File: config.mk
export PLATFORM = sky130hd
export DESIGN_NAME = i2cRateSolver
export DESIGN_NICKNAME = d
export VERILOG_FILES = /design/src/rtl/i2cRateSolverPkg.sv /design/src/rtl/iterDivider.sv /design/src/rtl/solverCtrl.sv /design/src/rtl/solverDatapath.sv /design/src/rtl/i2cRateSolver.sv
export SDC_FILE = /design/constraint.sdc
export NUM_CORES = 1
export LEC_CHECK = 0
export ABC_CLOCK_PERIOD_IN_PS = 8300
export BUFFER_PORTS_ARGS = -buffer_cell sky130_fd_sc_hd__clkbuf_2
export CORE_AREA = 3 3 306 233
export DETAILED_ROUTE_END_ITERATION = 12
export DIE_AREA = 0 0 309 236
export PLACE_DENSITY_LB_ADDON = 0.1
export SLEW_MARGIN = 20
export SYNTH_ARGS = -nofsm -noshare
export SYNTH_HDL_FRONTEND = slang
export SYNTH_SLANG_ARGS = --single-unit
File: constraint.sdc
create_clock -name clk -period 8.3 [get_ports clk]
set_clock_uncertainty 0.05 [all_clocks]
set_input_delay 0.83 -clock clk [delete_from_list [all_inputs] [get_ports clk]]
set_output_delay 0.83 -clock clk [all_outputs]
set_load 0.005 [all_outputs]
File: src/rtl/i2cRateSolverPkg.sv
package i2cRateSolverPkg;
  // offset added to the divider inside the period formula
  localparam int BASE_OFFSET = 3;
  // glitch-filter term, fixed during the search
  localparam int FILTER_TERM = 0;
  localparam int SEL_LAST    = 3;

  typedef struct packed {
    logic loadReq;     // latch inputs, clear best candidate
    logic launchCeil;  // start ceil(clk / (P*rate)) division
    logic launchRate;  // start clk / period division
    logic evalCand;    // judge candidate divider range
    logic scoreCand;   // compare achieved rate with best
    logic nextSel;     // advance prescaler select
    logic publish;     // copy best candidate to outputs
  } solverStrobe_t;
endpackage

File: src/rtl/iterDivider.sv
module iterDivider #(
  parameter int W = 38
) (
  input  logic         clk,
  input  logic         rstN,
  input  logic         go,
  input  logic [W-1:0] num,
  input  logic [W-1:0] den,
  output logic [W-1:0] quo,
  output logic         fin
);
  localparam int CW = $clog2(W);

  logic [W:0]    rem;
  logic [W-1:0]  dd;
  logic [CW-1:0] cnt;
  logic          run;
  logic [W:0]    trial;
  logic          fits;

  always_comb begin
    trial = {rem[W-1:0], quo[W-1]};
    fits  = (trial >= {1'b0, dd});
  end

  always_ff @(posedge clk) begin
    if (!rstN) begin
      rem <= '0;
      quo <= '0;
      dd  <= '0;
      cnt <= '0;
      run <= 1'b0;
      fin <= 1'b0;
    end else begin
      fin <= 1'b0;
      if (go) begin
        rem <= '0;
        quo <= num;
        dd  <= den;
        cnt <= CW'(W - 1);
        run <= 1'b1;
      end else if (run) begin
        rem <= fits ? (trial - {1'b0, dd}) : trial;
        quo <= {quo[W-2:0], fits};
        if (cnt == '0) begin
          run <= 1'b0;
          fin <= 1'b1;
        end else begin
          cnt <= cnt - 1'b1;
        end
      end
    end
  end

  // each division signals its end once
  a_r2_fin_single: assert property (@(posedge clk) disable iff (!rstN)
    fin |=> !fin);
  // a finished division is not still running
  a_r2_fin_idle: assert property (@(posedge clk) disable iff (!rstN)
    fin |-> !run);
endmodule

File: src/rtl/solverCtrl.sv
module solverCtrl
  import i2cRateSolverPkg::*;
(
  input  logic          clk,
  input  logic          rstN,
  input  logic          start,
  input  logic          divFin,
  input  logic          candOk,
  input  logic          lastSel,
  output solverStrobe_t st,
  output logic          busy,
  output logic          done
);
  typedef enum logic [2:0] {
    S_IDLE, S_CEIL_GO, S_CEIL_WAIT, S_CHECK,
    S_RATE_GO, S_RATE_WAIT, S_ADVANCE, S_PUBLISH
  } solverState_t;

  solverState_t state, nxt;

  always_comb begin
    st  = '0;
    nxt = state;
    unique case (state)
      S_IDLE: if (start) begin
        st.loadReq = 1'b1;
        nxt = S_CEIL_GO;
      end
      S_CEIL_GO: begin
        st.launchCeil = 1'b1;
        nxt = S_CEIL_WAIT;
      end
      S_CEIL_WAIT: if (divFin) begin
        st.evalCand = 1'b1;
        nxt = S_CHECK;
      end
      S_CHECK: nxt = candOk ? S_RATE_GO : S_ADVANCE;
      S_RATE_GO: begin
        st.launchRate = 1'b1;
        nxt = S_RATE_WAIT;
      end
      S_RATE_WAIT: if (divFin) begin
        st.scoreCand = 1'b1;
        nxt = S_ADVANCE;
      end
      S_ADVANCE: begin
        if (lastSel) nxt = S_PUBLISH;
        else begin
          st.nextSel = 1'b1;
          nxt = S_CEIL_GO;
        end
      end
      S_PUBLISH: begin
        st.publish = 1'b1;
        nxt = S_IDLE;
      end
      default: nxt = S_IDLE;
    endcase
  end

  always_ff @(posedge clk) begin
    if (!rstN) begin
      state <= S_IDLE;
      done  <= 1'b0;
    end else begin
      state <= nxt;
      done  <= (state == S_PUBLISH);
    end
  end

  assign busy = (state != S_IDLE);

  // end-of-search pulse lasts one cycle
  a_r7_done_single: assert property (@(posedge clk) disable iff (!rstN)
    done |=> !done);
  // done follows a busy cycle and lands in idle
  a_r7_done_after_busy: assert property (@(posedge clk) disable iff (!rstN)
    done |-> (!busy && $past(busy)));
  // a start seen while idle makes the block busy next cycle
  a_r7_start_busy: assert property (@(posedge clk) disable iff (!rstN)
    (start && !busy) |=> busy);
endmodule

File: src/rtl/solverDatapath.sv
module solverDatapath
  import i2cRateSolverPkg::*;
#(
  parameter int FREQ_W = 32,
  parameter int W      = FREQ_W + 6
) (
  input  logic              clk,
  input  logic              rstN,
  input  solverStrobe_t     st,
  input  logic [FREQ_W-1:0] clkHz,
  input  logic [FREQ_W-1:0] rateHz,
  input  logic              tickEn,
  input  logic [W-1:0]      divQuo,
  output logic              divGo,
  output logic [W-1:0]      divNum,
  output logic [W-1:0]      divDen,
  output logic              candOk,
  output logic              lastSel,
  output logic [7:0]        modeReg,
  output logic [7:0]        divReg,
  output logic [FREQ_W-1:0] achievedHz,
  output logic              found,
  output logic              sclTick
);
  localparam int OFFS = BASE_OFFSET + 2 * FILTER_TERM;
  localparam int PW   = 16;

  logic [1:0]        sel;
  logic [FREQ_W-1:0] clkL, rateL;
  logic [W-1:0]      preW, denCeil, numCeil, perDen, halfR, rateW;
  logic [W:0]        halfN;
  logic              candOkNow, better, okR;

  logic [FREQ_W-1:0] bestDiff, bestAch;
  logic [1:0]        bestSel;
  logic [7:0]        bestDiv;
  logic              bestFound;

  logic [1:0]        pubSel;
  logic [7:0]        pubDiv;
  logic [FREQ_W-1:0] pubAch;
  logic              pubFound, cfgValid;

  logic [PW-1:0]     preP, halfPer, tickCnt;

  // candidate arithmetic
  always_comb begin
    preW      = W'(32) >> sel;
    rateW     = W'(rateL);
    denCeil   = preW * rateW;
    numCeil   = W'(clkL) + denCeil - W'(1);
    perDen    = (preW * halfR) << 1;
    halfN     = ({1'b0, divQuo} + (W+1)'(1)) >> 1;
    candOkNow = (halfN >= (W+1)'(OFFS)) &&
                ((halfN - (W+1)'(OFFS)) <= (W+1)'(255));
    better    = (divQuo <= rateW) && ((rateW - divQuo) < W'(bestDiff));
    divGo     = st.launchCeil | st.launchRate;
    divNum    = st.launchCeil ? numCeil : W'(clkL);
    divDen    = st.launchCeil ? denCeil : perDen;
  end

  assign candOk  = okR;
  assign lastSel = (sel == 2'(SEL_LAST));

  always_ff @(posedge clk) begin
    if (!rstN) begin
      sel <= '0; clkL <= '0; rateL <= '0;
      halfR <= '0; okR <= 1'b0;
      bestDiff <= '0; bestAch <= '0; bestSel <= '0; bestDiv <= '0;
      bestFound <= 1'b0;
      pubSel <= '0; pubDiv <= '0; pubAch <= '0; pubFound <= 1'b0;
      cfgValid <= 1'b0;
    end else begin
      if (st.loadReq) begin
        clkL      <= clkHz;
        rateL     <= rateHz;
        sel       <= '0;
        bestDiff  <= rateHz;
        bestAch   <= '0;
        bestSel   <= '0;
        bestDiv   <= '0;
        bestFound <= 1'b0;
      end
      if (st.evalCand) begin
        okR   <= candOkNow;
        halfR <= halfN[W-1:0];
      end
      if (st.scoreCand && better) begin
        bestDiff  <= FREQ_W'(rateW - divQuo);
        bestAch   <= FREQ_W'(divQuo);
        bestSel   <= sel;
        bestDiv   <= 8'(halfR - W'(OFFS));
        bestFound <= 1'b1;
      end
      if (st.nextSel) sel <= sel + 2'd1;
      if (st.publish) begin
        pubSel   <= bestSel;
        pubDiv   <= bestDiv;
        pubAch   <= bestAch;
        pubFound <= bestFound;
        cfgValid <= 1'b1;
      end
    end
  end

  assign modeReg    = {4'b0000, 1'(FILTER_TERM), pubSel, 1'b0};
  assign divReg     = pubDiv;
  assign achievedHz = pubAch;
  assign found      = pubFound;

  // half-period tick generator
  always_comb begin
    preP    = PW'(32) >> pubSel;
    halfPer = preP * (PW'(pubDiv) + PW'(OFFS));
  end

  always_ff @(posedge clk) begin
    if (!rstN) begin
      tickCnt <= '0;
      sclTick <= 1'b0;
    end else if (!cfgValid || !tickEn) begin
      tickCnt <= halfPer - PW'(1);
      sclTick <= 1'b0;
    end else if (tickCnt == '0) begin
      tickCnt <= halfPer - PW'(1);
      sclTick <= 1'b1;
    end else begin
      tickCnt <= tickCnt - PW'(1);
      sclTick <= 1'b0;
    end
  end

  // only in-range candidates reach scoring
  a_r3_scored_in_range: assert property (@(posedge clk) disable iff (!rstN)
    st.scoreCand |-> okR);
  // published rate never exceeds the latched request
  a_r4_not_above: assert property (@(posedge clk) disable iff (!rstN)
    st.publish |=> (!pubFound || (pubAch <= rateL)));
  // an empty search publishes zeros
  a_r5_zero_default: assert property (@(posedge clk) disable iff (!rstN)
    st.publish |=> (pubFound || (pubSel == 2'd0 && pubDiv == 8'd0 && pubAch == '0)));
  // ticks need the enable and a finished search
  a_r8_tick_gated: assert property (@(posedge clk) disable iff (!rstN)
    sclTick |-> ($past(tickEn) && $past(cfgValid)));
  // ticks are single-cycle pulses
  a_r8_tick_single: assert property (@(posedge clk) disable iff (!rstN)
    sclTick |=> !sclTick);
  // published values move only on publish
  a_r10_hold: assert property (@(posedge clk) disable iff (!rstN)
    !$past(st.publish) |-> ($stable(pubSel) && $stable(pubDiv)));
endmodule

File: src/rtl/i2cRateSolver.sv
module i2cRateSolver
  import i2cRateSolverPkg::*;
#(
  parameter int FREQ_W = 32
) (
  input  logic              clk,
  input  logic              rstN,
  input  logic              start,
  input  logic [FREQ_W-1:0] clkHz,
  input  logic [FREQ_W-1:0] rateHz,
  input  logic              tickEn,
  output logic              busy,
  output logic              done,
  output logic [7:0]        modeReg,
  output logic [7:0]        divReg,
  output logic [FREQ_W-1:0] achievedHz,
  output logic              found,
  output logic              sclTick
);
  localparam int QW = FREQ_W + 6;

  solverStrobe_t st;
  logic          divGo, divFin, candOk, lastSel;
  logic [QW-1:0] divNum, divDen, divQuo;

  solverCtrl u_ctrl (
    .clk(clk), .rstN(rstN), .start(start), .divFin(divFin),
    .candOk(candOk), .lastSel(lastSel), .st(st), .busy(busy), .done(done)
  );

  solverDatapath #(.FREQ_W(FREQ_W), .W(QW)) u_dp (
    .clk(clk), .rstN(rstN), .st(st), .clkHz(clkHz), .rateHz(rateHz),
    .tickEn(tickEn), .divQuo(divQuo), .divGo(divGo), .divNum(divNum),
    .divDen(divDen), .candOk(candOk), .lastSel(lastSel),
    .modeReg(modeReg), .divReg(divReg), .achievedHz(achievedHz),
    .found(found), .sclTick(sclTick)
  );

  iterDivider #(.W(QW)) u_div (
    .clk(clk), .rstN(rstN), .go(divGo), .num(divNum), .den(divDen),
    .quo(divQuo), .fin(divFin)
  );
endmodule

# Word-level counts from Yosys, hierarchy flattened

Index checks and enable logic that the tools add are counted.

Bits in registers: 367
Input port bits: 68
Output and inout bits: 52
Logic and storage cells: 125

$add $sub $neg: 12
$mul: 3
Magnitude comparators: 5
Eq/ne operators: 12
Shifts and indexed selects: 2
Muxes and demuxes: 42
Bitwise gates (word level): 4
Reduce and logical (&&, ||, !) cells: 19

Operators by type and width:

| kind                  | count |
|---|---|
| $mux 38               | 5 |
| $mux 32               | 4 |
| $add 38x1->39 const B | 1 |
| $ge 39x38->1          | 1 |
| $le 39x8->1 const B   | 1 |
| $sub 38x2->39 const B | 1 |
| $add 32x38->38        | 1 |
| $ge 38x2->1 const B   | 1 |
| $le 38x32->1          | 1 |
| $lt 38x32->1          | 1 |
| $mul 38x32->38        | 1 |
| $mul 38x38->37        | 1 |
| $shr 6x2->38 const A  | 1 |
| $sub 32x38->38        | 1 |
| $sub 38x1->38 const B | 1 |
| $sub 38x38->38        | 1 |
| $mux 16               | 2 |
| $sub 16x1->16 const B | 2 |
| $pmux 3 s8            | 1 |
| $mux 6                | 3 |
| $mux 1                | 17 |
| $logic_not 16->1      | 1 |
| $mul 16x16->16        | 1 |
| $mux 8                | 2 |
| other kinds (26)      | 47 |

# Longest topological paths before layout

Gate-level depths: netlist (run 1).

Word-level depth: 6
Depth in mapped cells: 39
Mapped depth without buffers: 36

# Hierarchy

A second synthesis (run 1) with hierarchy kept.

Cells, all modules: 4820
Area, all modules: 38998.7 um^2

Modules (own cells, without submodules):

| module         | instances | cells an instance | area each (um^2) | sequential area each (um^2) |
|---|---|---|---|---|
| solverDatapath | 1         | 3862              | 31126.1          | 4764.6 |
| iterDivider    | 1         | 926               | 7589.8           | 2442.3 |
| solverCtrl     | 1         | 32                | 282.8            | 80.1 |

# Worst setup path after synthesis (run 1)

No wires, ideal clock.

Path type: reg2reg
From: register u_dp.sel[0]
To: register u_div.quo[35]
Library setup time: 0.129 ns
Arrival: 8.210 ns
Required time: 8.121 ns
Path slack: -0.090 ns
Cell stages (with the launch flop): 37
Buffers on the path: 3
Period minus slack after synthesis: 8.390 ns
Cell sequence: dfxtp_1 inv_1 ha_1 clkbuf_1 clkbuf_1 nand2_1 fa_1 inv_1 ha_1 ha_1 ha_1 ha_1 ha_1 fa_1 ha_1 ha_1 a2111o_1 o21a_1 a21oi_1 o21bai_1 a21o_1 a21oi_1 xor2_1 ha_1 inv_1 ha_1 clkbuf_1 and4_1 and3_1 a211oi_1 a31oi_1 a221oi_1 o21ai_0 a211o_1 xor2_1 a22oi_1 a21oi_1

Word-level cells in the longest chain between the ends: 6

Ends and longest elaborated chain:

| item                   | line                 | RTL |
|---|---|---|
| start, declared        | solverDatapath.sv:28 | `logic [1:0] sel;` |
| start signal, assigned | solverDatapath.sv:95 | `if (st.nextSel) sel <= sel + 2'd1;` |
| $shr 6x2->38           | solverDatapath.sv:48 | `preW = W'(32) >> sel;` |
| $mul 38x32->38         | solverDatapath.sv:50 | `denCeil = preW * rateW;` |
| $add 32x38->38         | solverDatapath.sv:51 | `numCeil = W'(clkL) + denCeil - W'(1);` |
| $sub 38x1->38          | solverDatapath.sv:51 |  |
| $mux 38                | solverDatapath.sv:58 | `divNum = st.launchCeil ? numCeil : W'(clkL);` |
| $mux 38                | iterDivider.sv:36    | `if (go) begin` |
| end signal, assigned   | iterDivider.sv:38    | `quo <= num;` |
| end signal, assigned   | iterDivider.sv:44    | `quo <= {quo[W-2:0], fits};` |
| end, declared          | iterDivider.sv:9     | `output logic [W-1:0] quo,` |

Every way passes these cells.
A chain may end at the register's enable or synchronous reset.

# Final worst setup path (run 1)

From: register u_dp.sel[1]
To: register u_div.quo[36]

Same word-level chain as after synthesis.

==> impl_results.md, run 1 <==
* Pwr dens at 170 mW/mm²
* Kind of critical path: reg2reg
* Post-Syn Area at 0.0375 mm²
* Nets at 5,646
* Startpoint types: flop
* Ports at 120
* ANT nets after route at 0
* Synth Area in XOR/XNOR at 0.0531
* Switching Power at 0.00281 W
* Core area at 0.0683 mm²
* Max Freq at 124 MHz
* Die H at 236 µm
* H-tree depth at 2
* Hold path depth at 3
* Int Pwr at 0.00414 W
* PortBufs at 113
* CTS tree: done
* Mux cell area share after synthesis at 0.00994
* Critical path arrival at 8.55 ns
* Slowest CP cell: fa_1
* DP Area at 0.0391 mm²
* Total global routing overflow at 0
* Pre-antenna DRT Iters at 6
* Share of cells above drive strength 1 at 0.0810
* Clk pwr share at 0.280
* DRC Markers at 0
* Leak at 20.1 nW
* Drt first-iter violations at 2,645
* Vias/cell at 5.77
* Register area share after synthesis at 0.193
* Worst-path maximum fanout at 7
* Detailed-route wire length at 109,000 µm
* Sw Share at 0.404
* Async S/R FF share, synth at 0
* Fin crit period at 8.09 ns
* Fill cell count at 6,440
* Worst Hold Class: in2reg
* Outcome: completed
* Largest family of logic cells by synthesized area: adder cells
* Post-synth top flop: dfxtp_1
* Post-DP HPWL at 85,800 µm
* Clock Tree Root: clkbuf_16
* Vias in the first global route at 30,500
* Max-cap violations at 0
* HP Start: clkHz[27]
* Hold path endpoint: u_dp.clkL[27]$_SDFFE_PN0P_
* Flop-to-flop setup slack at 0.21 ns
* Synthesized flop and latch total at 362
* TritonCTS Buffers at 42
* Initial antenna violation count at 2
* Crit share post-route at 0.975
* Synth Warn # at 0
* Compound-Gate Fraction of Synth Area at 0.177
* Combinational share of power at 0.423
* Maximum VDD drop at 0.152 mV
* Flop pwr share at 0.297
* Row cnt at 83
* Most used cell along the critical path: ha_1
* Clock sink count at 362
* Initial Utilization at 0.549
* R2r worst-path depth at 37
* Die W at 309 µm
* Final std cell area, no fill at 0.0409 mm²
* Total number of vias at 32,800
* R2R Path End: u_div.quo[36]$_SDFFE_PN0P_
* Pin count of the biggest net entering global routing at 142
* Tot GR Track Use at 0.295
* GPL Wtd Cong at 0.961
* Clock-pin slew on the worst setup and hold paths at 0.06 ns
* Post-synth EDFFs at 0
* Synth unique cells at 97
* Post-Syn Area per Cell at 7.96 µm²
* Setup violators final at 0
* Worst Path Required at 8.76 ns
* Max incr delay on CP at 0.57 ns
* Clk Latency, worst-skew pair at 0.62 ns
* Fin. max-slew vios at 0
* Crit end category: flop
* Area Growth Syn to Fin at 8.92%
* Clk buf depth at 3
* Non-Filler Instances at 5,686
* Final Hold Viols at 0
* Post-Synth Adder-Cell Area at 0.300
* Reg-to-Reg Start: u_dp.sel[1]$_SDFFE_PN0P_
* Cell count after synthesis at 4,717
* Hold buffers post-CTS at 0
* # placed instances at 5,599
* WL/cell at 19.2 µm
* Slew HR at 0.259
* Worst Tran Pin Value at 1.11 ns
* First-pass GRT wire length at 172,000 µm
* Die ar. at 0.0729 mm²
* Post-Synth Simple-Gate Area at 0.182
-- power by group through the flow --
stage | sequential, W | combinational (W) | clock [W]
final | 0.00206 | 0.00294 | 0.00195
after floorplan | 0.00196 | 0.00215 | 0
after global routing | 0.00207 | 0.00325 | 0.00206
after detailed placement | 0.00209 | 0.00283 | 0
after CTS | 0.00205 | 0.00287 | 0.00200
after global placement | 0.00209 | 0.00282 | 0
-- flip-flops by register name, indices dropped and copies added (netlist names), 32 cells and up --
name             flops
u_div.dd            36
u_div.quo           38
u_div.rem           38
u_dp.achievedHz     32
u_dp.bestAch        32
u_dp.bestDiff       32
u_dp.clkL           32
u_dp.halfR          35
u_dp.rateL          32
-- per-layer routing --
metal  wire (µm)  global-route usage  part of all wire  up-vias
li1            -                   -                 -    16300
met1       54000               0.454              0.49    15400
met2       43300               0.411              0.40     1025
met3        9420              0.0652             0.086      116
met4        2610              0.0727             0.024        2
met5          68             0.00664           0.00062        -
-- area by class of cell --
class | instances | area (µm²) | area share
inverters | 589 | 2220 | 0.0544
flip-flops and latches | 362 | 7260 | 0.178
diodes | 1 | 2.50 | 0.0000612
clock inverters | 23 | 269 | 0.00658
well taps | 892 | 1120 | 0.0273
multi-input cells | 3540 | 27400 | 0.670
repair buffers | 227 | 1450 | 0.0355
clock buffers | 52 | 1160 | 0.0283
-- worst max-delay path: cells and delay by family (launching register included) --
kind | cells | cell delay, ns
adders and majority gates | 12 | 3.86
AOI/OAI and AO/OA | 11 | 2.06
and+or+nand+nor | 6 | 0.77
buffers and inverters | 7 | 0.63
DFF | 1 | 0.38
xor gates and xnor gates | 1 | 0.26
-- kinds of logic after synthesis --
| group | after synthesis |
|---|---|
| muxes | 37 |
| xor gates and xnor gates | 226 |
| AOI/OAI and AO/OA | 1040 |
| other | 1 |
| adders and majority gates | 816 |
| and+or+nand+nor | 1415 |
| DFF | 362 |
| buffers and inverters | 820 |
-- synthesized netlist by cell type, types with 83 or more instances --
master	count	area share
a21o_1	83	0.017
nand2_1	533	0.053
dfxtp_1	362	0.19
a211oi_1	111	0.022
xnor2_1	149	0.035
and2_1	179	0.030
nor2_1	244	0.024
o21ai_0	151	0.020
fa_1	138	0.074
clkbuf_1	194	0.019
a21oi_1	369	0.049
ha_1	678	0.23
inv_1	589	0.059
nand3_1	140	0.019
-- repair_timing --
action / 4_1_cts / 5_1_grt
endpoints found under the setup margin: 6 / 12
setup buffers: 1 / 10
pin swaps: 0 / 20
resized for setup: 10 / 43
cloned: 0 / 0
-- how the worst max path moves through the flow --
stage                        startpoint                          to  slack [ns]  cells after the start
2_1_floorplan  u_dp.sel[0]$_SDFFE_PN0P_  u_div.quo[35]$_SDFFE_PN0P_       0.005                     36
3_3_place_gp   u_dp.sel[0]$_SDFFE_PN0P_  u_div.quo[35]$_SDFFE_PN0P_        0.08                     34
3_5_place_dp   u_dp.sel[0]$_SDFFE_PN0P_  u_div.quo[35]$_SDFFE_PN0P_       -0.09                     34
4_1_cts        u_dp.sel[0]$_SDFFE_PN0P_  u_div.quo[36]$_SDFFE_PN0P_     0.00007                     36
5_1_grt        u_dp.sel[1]$_SDFFE_PN0P_  u_div.quo[36]$_SDFFE_PN0P_       -0.05                     37
6_report       u_dp.sel[1]$_SDFFE_PN0P_  u_div.quo[36]$_SDFFE_PN0P_        0.21                     37
-- metrics by stage --
stage / power, W / setup TNS (ns) / hold WS (ns) / worst slack (ns) / util
after floorplan: 0.00411 / 0 / 0.382 / 0.00499 / -
after global placement: 0.00491 / 0 / 0.393 / 0.0810 / 0.572
after detailed placement: 0.00492 / -0.293 / 0.395 / -0.0923 / 0.572
after CTS: 0.00691 / 0 / 0.351 / 0.0000719 / 0.594
after global routing: 0.00738 / -0.0538 / 0.385 / -0.0538 / 0.598
final: 0.00695 / 0 / 0.389 / 0.206 / 0.598
-- cell usage in the layout, fill, tap and decap left out, types with 61 or more instances in the layout --
master / count
ha_1: 664
inv_1: 586
nand2_1: 531
a21oi_1: 363
dfxtp_1: 359
nor2_1: 243
and2_1: 177
xnor2_1: 148
o21ai_0: 147
nand3_1: 139
fa_1: 138
clkbuf_2: 113
a211oi_1: 110
buf_4: 109
a21o_1: 83
xor2_1: 76
a31oi_1: 61
Note: power is estimated with default switching activity, not from simulation.
==> run 2, diff against run 1 <==
- CORE_AREA: 3 3 306 233 -> 3 3 243 293
- DIE_AREA: 0 0 309 236 -> 0 0 246 296
==> impl_results.md, run 2 (synthesized netlist as in run 1, its figures left out) <==
* Outcome: completed
* Kind of critical path: reg2reg
* Area Growth Syn to Fin at 10.1%
* Worst Hold Class: in2reg
* Delay-heaviest family, CP: adder cells
* Vias in the first global route at 31,800
* Slew HR at 0.301
* Initial antenna violation count at 1
* Pin count of the biggest net entering global routing at 109
* Die W at 246 µm
* Fin. max-slew vios at 0
* Die ar. at 0.0728 mm²
* Hold buffers post-CTS at 0
* Share of cells above drive strength 1 at 0.0886
* Critical path arrival at 8.40 ns
* Worst-path maximum fanout at 6
* # placed instances at 5,651
* Pre-antenna DRT Iters at 6
* Final Hold Viols at 0
* Clk Latency, worst-skew pair at 0.63 ns
* PortBufs at 113
* Total number of vias at 33,100
* WP depth at 32
* GPL Wtd Cong at 0.981
* Clk buf depth at 3
* WL/cell at 18.8 µm
* TritonCTS Buffers at 45
* Commonest non-fill, non-tap cell in the layout: ha_1
* Crit share post-route at 0.961
* Row cnt at 105
* Pwr Total at 0.00702 W
* First-pass GRT wire length at 170,000 µm
* ANT nets after route at 0
* Buffers & Inverters on Critical Path at 4
* Diodes inserted at 0
* Tot GR Track Use at 0.292
* Clock Tree Root: clkbuf_16
* Crit path to: u_div.quo[35]$_SDFFE_PN0P_
* Detailed-route wire length at 108,000 µm
* Pwr dens at 170 mW/mm²
* Maximum VDD drop at 0.173 mV
* Clock-pin slew on the worst setup and hold paths at 0.06 ns
* Max incr delay on CP at 0.53 ns
* Leak at 20.4 nW
* Ports at 120
* Non-Filler Instances at 5,742
* CTS tree: done
* Core area at 0.0684 mm²
* Vias/cell at 5.76
* Worst Path Required at 8.72 ns
* Startpoint types: flop
* Crit path from: u_dp.sel[0]$_SDFFE_PN0P_
* Slowest CP cell: fa_1
* Die H at 296 µm
* Max Freq at 125 MHz
* Crit end category: flop
* Most used cell along the critical path: ha_1
* Post-DP HPWL at 85,200 µm
* Initial Utilization at 0.548
* Reg-to-Reg Start: u_dp.sel[0]$_SDFFE_PN0P_
* Nets at 5,682
* Setup violators final at 0
* R2R Path End: u_div.quo[35]$_SDFFE_PN0P_
* H-tree depth at 2
* DRC Markers at 0
* Total global routing overflow at 0
* Commonest non-fill, non-tap cells in the layout: ha_1 (668), inv_1 (586), nand2_1 (532)
* Clock sink count at 362
* Flop-to-flop setup slack at 0.32 ns
* R2r worst-path depth at 32
* Fin crit period at 7.98 ns
* Max-cap violations at 0
* Worst Tran Pin Value at 1.05 ns
* Largest regs: u_div.quo: 38 flops, u_div.rem: 38 flops, u_div.dd: 36 flops
* Drt first-iter violations at 1,919
[run 2: cell count changes in the layout (fill, tap and decap cells not counted), sizes merged]
cell      change
buf          +33
clkbuf        +9
clkinv        -2
clkinvlp      +1
diode         -1
inv           -1
[run 2: worst reg2reg max path: cells and delay by family (launching register included)]
family,cells,cell delay [ns]
adder cells (fa/ha/maj),12,3.73
AO/OA/AOI/OAI,10,2.12
AND/OR/NAND/NOR,4,0.58
buffers and inverters,4,0.50
XOR/XNOR,2,0.50
flip-flops,1,0.36
[run 2: metal layers]
metal	global-route usage	routed length, µm	vias to the layer above
li1	-	-	16300
met1	0.373	46800	15700
met2	0.491	50100	802
met3	0.0332	5170	225
met4	0.144	5940	0
met5	0	0	-
[run 2: where the power goes]
group	total, W	leakage [nW]	switching [W]	internal [W]
registers	0.00206	2.95	0.000204	0.00186
clock network	0.00202	0.734	0.000850	0.00117
logic	0.00294	16.7	0.00174	0.00120
[run 2: area by class of cell]
type                    count  area, µm²
clock buffers              61       1260
clock inverters            21        260
fillers                  6338      27100
inverters                 589       2220
multi-input cells        3540      27500
flip-flops and latches    362       7260
well taps                 909       1140
repair buffers            260       1710
[run 2: timing repair]
item                                    in CTS  in global routing
resized for setup                            7                 63
pin swaps                                    0                 24
endpoints found under the setup margin       5                 11
buffers inserted                             0                  9
[run 2: how the worst min path moves through the flow]
stage / from / to / cells past startpoint
final: clkHz[21] / u_dp.clkL[21]$_SDFFE_PN0P_ / 3
after global routing: clkHz[11] / u_dp.clkL[11]$_SDFFE_PN0P_ / 3
after CTS: clkHz[12] / u_dp.clkL[12]$_SDFFE_PN0P_ / 3
after detailed placement: u_dp.bestDiv[0]$_SDFFE_PN0P_ / u_dp.divReg[0]$_SDFFE_PN0P_ / 2
after global placement: u_dp.bestDiv[0]$_SDFFE_PN0P_ / u_dp.divReg[0]$_SDFFE_PN0P_ / 2
after floorplan: u_dp.bestAch[0]$_SDFFE_PN0P_ / u_dp.achievedHz[0]$_SDFFE_PN0P_ / 2
[run 2: through the flow]
stage / utilization / hold slack, ns / setup WS [ns] / cell area, µm² / setup TNS [ns]
global route: 0.604 / 0.402 / -0.0625 / 41300 / -0.121
finish: 0.604 / 0.399 / 0.322 / 41300 / 0
floorplan: - / 0.382 / 0.00499 / 37500 / 0
CTS: 0.598 / 0.377 / 0.0158 / 40900 / 0
detailed placement: 0.575 / 0.391 / -0.0663 / 39400 / -0.138
global placement: 0.575 / 0.390 / 0.00411 / 39400 / 0
